File: config.mk
export PLATFORM = sky130hd
export DESIGN_NAME = dual_counter_arbiter
export DESIGN_NICKNAME = d
export VERILOG_FILES = /design/src/rtl/dca_pkg.sv /design/src/rtl/dca_control.sv /design/src/rtl/dca_datapath.sv /design/src/rtl/dual_counter_arbiter.sv
export SDC_FILE = /design/constraint.sdc
export NUM_CORES = 1
export LEC_CHECK = 0
export ABC_AREA = 1
export ABC_CLOCK_PERIOD_IN_PS = 2700
export BUFFER_PORTS_ARGS = -buffer_cell sky130_fd_sc_hd__buf_2
export CAP_MARGIN = 0
export CORE_MARGIN = 4
export CORE_UTILIZATION = 40
export DETAILED_ROUTE_END_ITERATION = 10
export MAX_ROUTING_LAYER = met4
export PLACE_DENSITY_LB_ADDON = 0.05
export SYNTH_ARGS = -nofsm -noshare
export SYNTH_HDL_FRONTEND = slang
export SYNTH_SLANG_ARGS = --single-unit
export TNS_END_PERCENT = 50
File: constraint.sdc
create_clock -name clk -period 2.7 [get_ports clk]
set_input_delay 0.54 -clock clk [delete_from_list [all_inputs] [get_ports clk]]
set_output_delay 0.54 -clock clk [all_outputs]
set_load 0.05 [all_outputs]
File: src/rtl/dca_pkg.sv
package dca_pkg;
  typedef struct packed {
    logic fill;
    logic move;
    logic drain;
  } strobe_t;
endpackage

File: src/rtl/dca_control.sv
module dca_control
  import dca_pkg::*;
(
  input  logic    reqFill,
  input  logic    reqMove,
  input  logic    reqDrain,
  output strobe_t strobes
);
  always_comb begin
    strobes.drain = reqDrain;
    strobes.move  = reqMove && !reqDrain;
    strobes.fill  = reqFill && !(reqMove && !reqDrain);
  end
endmodule

File: src/rtl/dca_datapath.sv
module dca_datapath
  import dca_pkg::*;
#(
  parameter int WIDTH = 8
) (
  input  logic             clk,
  input  logic             rstN,
  input  strobe_t          strobes,
  output logic [WIDTH-1:0] srcCount,
  output logic [WIDTH-1:0] sinkCount,
  output logic [2:0]       fired
);
  localparam logic [WIDTH-1:0] ONE = WIDTH'(1);

  logic [WIDTH-1:0] srcNext, sinkNext;

  always_comb begin
    srcNext  = srcCount;
    sinkNext = sinkCount;
    if (strobes.move)      srcNext = srcCount - ONE;
    else if (strobes.fill) srcNext = srcCount + ONE;
    if (strobes.drain)     sinkNext = sinkCount - ONE;
    else if (strobes.move) sinkNext = sinkCount + ONE;
  end

  always_ff @(posedge clk) begin
    if (!rstN) begin
      srcCount  <= '0;
      sinkCount <= '0;
      fired     <= '0;
    end else begin
      srcCount  <= srcNext;
      sinkCount <= sinkNext;
      fired     <= {strobes.drain, strobes.move, strobes.fill};
    end
  end
endmodule

File: src/rtl/dual_counter_arbiter.sv
module dual_counter_arbiter
  import dca_pkg::*;
#(
  parameter int WIDTH = 8
) (
  input  logic             clk,
  input  logic             rstN,
  input  logic             reqFill,
  input  logic             reqMove,
  input  logic             reqDrain,
  output logic [WIDTH-1:0] srcCount,
  output logic [WIDTH-1:0] sinkCount,
  output logic [2:0]       fired
);
  strobe_t strobes;

  dca_control u_control (
    .reqFill (reqFill),
    .reqMove (reqMove),
    .reqDrain(reqDrain),
    .strobes (strobes)
  );

  dca_datapath #(.WIDTH(WIDTH)) u_datapath (
    .clk      (clk),
    .rstN     (rstN),
    .strobes  (strobes),
    .srcCount (srcCount),
    .sinkCount(sinkCount),
    .fired    (fired)
  );
endmodule

; Word-level counts from Yosys, hierarchy flattened
; Index checks and enable logic that the tools add are counted.
[classes]
muxes = 4
reduce_logical = 6
n_addsub = 4
[ops]
columns = operator, n
row1 = 8-bit two-way mux, 4
row2 = 8-bit by 1-bit adder with 8-bit output (second input constant), 2
row3 = 8-bit by 1-bit subtractor with 8-bit output (second input constant), 2
row4 = 2-bit nonzero test, 2
row5 = 1-bit logical AND, 2
row6 = 1-bit zero test, 2
[word_totals]
out_inout_bits = 19
word_cells = 17
reg_bits = 19

; Depth between registers and ports, before layout
[logic_depth]
depth_word = 6
ltp_mapped = 17
ltp_nobuf = 16

; Modules after synthesis
; Synthesis repeated with hierarchy kept, for this count alone.
[unflattened]
hier_cells = 204
area_unflattened_um2 = 1398.8
[by_module_without_submodules]
columns = module, cells_per_inst, n_inst, area_each_um2
row1 = dca_datapath, 198, 1, 1367.6
row2 = dca_control, 6, 1, 31.3

; Least setup slack after synthesis
; OpenSTA, ideal clock, no wires.
[synth_path]
path_type = register to register
startpoint = reg u_datapath.srcCount[1]
endpoint = reg u_datapath.srcCount[6]
period_less_slack_ps = 1837
path_buffers = 0
t_arrival_ps = 1728
slack_ps = 863
required_time_ps = 2591
stages_incl_launch_ff = 15
path_cell_list = dfxtp_1 -> nand3_1 -> nand2_1 -> inv_1 -> ha_1 -> inv_1 -> nand2_1 -> nand3_1 -> nor2_1 -> nand2_1 -> nand2_1 -> nand2_1 -> nand3_1 -> nand2_1 -> inv_1
[synth_via]
elab_chain_len = 3
[synth_rtl]
columns = element, line
row1 = "start, declared", dca_datapath.sv:9  ; output logic [WIDTH-1:0] srcCount,
row2 = "start signal, assigned", dca_datapath.sv:32  ; srcCount <= srcNext;
row3 = 8-bit by 1-bit adder with 8-bit output, dca_datapath.sv:21  ; else if (strobes.fill) srcNext = srcCount + ONE;
row4 = 8-bit two-way mux, dca_datapath.sv:21
row5 = 8-bit two-way mux (*), dca_datapath.sv:20  ; if (strobes.move) srcNext = srcCount - ONE;
; Every way passes the cells marked *; elsewhere a longest branch is shown, timed or not. The select of a mux whose other input is x is not followed.
; A chain may end at the register's enable or synchronous reset.

; Worst setup path in the final report
[layout_path]
startpoint = in reqDrain
endpoint = reg u_datapath.srcCount[4]
[layout_via]
elab_chain_len = 5
[layout_rtl]
columns = element, line
row1 = "start, declared", dual_counter_arbiter.sv:10  ; input logic reqDrain,
row2 = 1-bit zero test (*), "dca_control.sv:11, dca_control.sv:12"
row3 = 1-bit logical AND (*), "dca_control.sv:11, dca_control.sv:12"
row4 = 1-bit zero test, dca_control.sv:12  ; strobes.fill = reqFill && !(reqMove && !reqDrain);
row5 = 1-bit logical AND, dca_control.sv:12
row6 = 2-bit nonzero test (no line), --
; Every way passes the cells marked *; elsewhere a longest branch is shown, timed or not.

==> key figures <==
Critical path
  – CP most frequent cell: nand2_1
  – WP data required: 2900 ps
  – Crit-path leading delay family: simple AND/OR/NAND/NOR gates
  – Worst path slowest cell: nand2_2
  – CP startpoint kind: primary input
  – Worst path max stage delay: 260 ps
  – CP Class: primary input to register
  – Critical Path End: u_datapath.srcCount[4]$_SDFFE_PN0P_
  – Crit path buffers/inverters: 5
  – Worst Path Max Fanout: 12
  – FF-to-FF path depth: 12
  – R2R Setup Slk: 1050 ps
  – CP Launch Point: reqDrain
  – Critical path depth: 15
  – Critical R2R Launch: u_datapath.srcCount[1]$_SDFFE_PN0P_
  – CP arrival: 2160 ps
  – CP Cell Sequence: buf_2 -> inv_2 -> nand2_2 -> nand2_2 -> nand2_1 -> inv_1 -> ha_1 -> inv_1 -> nand2_1 -> nand3_1 -> o21bai_1 -> nand2_1 -> nand2_1 -> o21bai_1 -> inv_1
  – Reg2reg end: u_datapath.srcCount[4]$_SDFFE_PN0P_
  – Setup crit end kind: register

Floorplan
  – Die Y-Extent: 65.3 um
  – Core Area: 0.00310 sq mm
  – Die area: 0.00427 sq mm
  – Initial Util: 42.4%
  – Die width: 65.3 um
  – I/O Pins: 24
  – FP Rows: 20

GRT
  – Initial antenna violation count: 0
  – Grt ovf: 0
  – Largest net degree at the start of global routing: 15
  – Total track usage: 15.8%
  – First-pass GRT wire length: 5270 um
  – Vias in the first global route: 1,236

Clocking
  – Clk pin slew, worst setup/hold paths: 110 ps
  – CTS H-tree lvls: 1
  – Clock Tree Root: clkbuf_4
  – Post-CTS sizing: 0
  – Num CTS Buffers: 3
  – CTS Sinks: 19
  – Hold buffers post-CTS: 0
  – Setup bufs post-CTS: 0
  – CTS Buffer Depth: 2
  – Clock latency on the worst-skew pair: 290 ps
  – CTS tree: done

STA
  – Period utilization: 72.5%
  – Final Max Slew Viols: 0
  – Final Skew: 2.41 ps
  – Worst slew pin tran: 382 ps
  – Slack of the critical path: 742 ps
  – Post-route minimum period: 1960 ps
  – Final Setup Violations: 0
  – RSZ-0062 raised after global routing: no
  – FMAX: 511 MHz
  – TNS Setup: 0 ps
  – Slew headroom: 74.5%
  – Final Hold Viols: 0

Final layout
  – Antenna Cells: 0
  – Util after Layout: 48.0%
  – # nets final: 235
  – Share of post-route cells with drive strength above 1: 18.1%
  – Area Overhead vs Synth: 13.2%
  – Fill cells: 355

Synthesis
  – Net Count, Synth: 211
  – Netlist cell types: 27
  – Top-count cell post-synth: nand2_1
  – Cells after Synth: 198
  – Post-synthesis adder-cell area fraction: 8.18%
  – Largest family of logic cells by synthesized area: simple AND/OR/NAND/NOR gates
  – Avg Inst Size Synth: 6.64 sq um
  – Predominant post-synthesis flop cell: dfxtp_1
  – Mux share of post-synthesis cell area: 0%
  – Synth Area in Simple Gates: 31.1%
  – Complex-gate fraction of the synthesized area: 16.0%
  – Synth top cells by count: 36 x nand2_1, 34 x inv_1, 21 x nor2_1, 20 x nand3_1, 19 x dfxtp_1
  – Synth area leader: dfxtp_1
  – Top-area cell type share of the netlist area: 28.9%
  – Synth Area in XOR/XNOR: 4.00%
  – EDFF count, synth: 0
  – Synthesized area: 0.00132 sq mm
  – Seq/Total Area, Yosys: 28.9%
  – Synth top area cells: dfxtp_1 29%, nand2_1 10%, inv_1 9.7%, nand3_1 7.6%, ha_1 6.7%
  – Post-synth ARST share: 0%
  – Yosys warnings: 0
  – Synth Register Bits: 19

Pwr
  – Worst VDD drop: 0.306 mV
  – PD cells: 651 mW/mm^2
  – Leakage power: 0.844 nW

Route
  – Drt initial violations: 49
  – Detailed-route wire length: 2940 um
  – Per-cell routed wire length: 11.1 um
  – Vias per inst: 4.80
  – DRC Markers: 0
  – Pre-antenna DRT Iters: 4
  – Routed vias: 1,272
  – Antenna Nets Post-Route: 0

Placed design
  – Placer congestion estimate: 0.951
  – Worst slack at placement: 426 ps
  – Port Buffer Count: 23
  – Post-DP HPWL: 2330 um

Status
  – Status: finished, final reports clean

Min path
  – Worst min path class: primary input to register

Job
  – # Max-Cap Violations: 0
-- registers in the layout (all words and copies together), names as in the netlist --
signal and flops:
u_datapath.fired 3, u_datapath.sinkCount 8, u_datapath.srcCount 8
-- metal layers --
layer | track usage [%] | up-vias | wire (um)
li1 | - | 676 | -
met1 | 20.0 | 573 | 1490
met2 | 25.3 | 21 | 1340
met3 | 3.08 | 2 | 97
met4 | 5.44 | 0 | 18
met5 | - | - | 0
-- power breakdown --
group	switching [mW]	internal, mW	total [mW]
combinational	0.325	0.141	0.466
clock	0.0922	0.0551	0.147
sequential	0.0349	0.321	0.356
total	0.452	0.517	0.969
-- placed cells by master, fill, tap and decap left out, drive strengths merged --
master and instances:
a211oi 1, clkbuf 3, o21ai 13, inv 35, a21oi 17, nand3 21, fa 1, nor2 22
or2 1, ha 7, buf 23, xor2 4, o21bai 3, dfxtp 19, nand2 44, a21boi 1
clkinv 1, a21o 1, xnor2 2, nand4 2
-- logic make-up (layout without fill, tap and decap cells) --
family,after synthesis,in the layout
flip-flops,19,19
AO/OA/AOI/OAI,36,36
XOR/XNOR,6,6
adder cells (fa/ha/maj),8,8
buffers and inverters,39,62
AND/OR/NAND/NOR,90,90
-- metrics by stage --
step / instance area, sq um / instances / hold WS, ps / total power, mW
after global routing: 1490 / 265 / 466 / 1.06
after floorplan: 1320 / 198 / 633 / 0.734
after detailed placement: 1460 / 261 / 487 / 0.830
final: 1490 / 265 / 460 / 0.969
after CTS: 1490 / 265 / 450 / 0.981
after global placement: 1460 / 261 / 478 / 0.825
-- cell type report --
type	instances	area [sq um]	share of cell area, %
multi-input cells	140	779	52.4
well taps	44	55.1	3.70
inverters	35	131	8.82
flip-flops and latches	19	380	25.5
clock buffers	3	22.5	1.51
repair buffers	23	115	7.73
clock inverters	1	5.00	0.336
-- worst min path at each step --
stage / from / slack (ps) / cells after the start / end
final: reqFill / 460 / 3 / u_datapath.fired[0]$_SDFF_PN0_
after global routing: reqFill / 470 / 3 / u_datapath.fired[0]$_SDFF_PN0_
after CTS: reqFill / 450 / 3 / u_datapath.fired[0]$_SDFF_PN0_
after detailed placement: u_datapath.sinkCount[0]$_SDFFE_PN0P_ / 490 / 1 / u_datapath.sinkCount[0]$_SDFFE_PN0P_
after global placement: u_datapath.sinkCount[0]$_SDFFE_PN0P_ / 480 / 1 / u_datapath.sinkCount[0]$_SDFFE_PN0P_
after floorplan: reqDrain / 630 / 2 / u_datapath.fired[2]$_SDFF_PN0_
-- worst register-to-register path, stage by stage, from the launching register on --
cell and delay (ps):
dfxtp_1 380, nand3_1 210, nand2_1 120, inv_1 40, ha_1 160, inv_1 80, nand2_1 60, nand3_1 120
o21bai_1 90, nand2_1 60, nand2_1 50, o21bai_1 140, inv_1 50
Power figures use the tool's default switching activity.
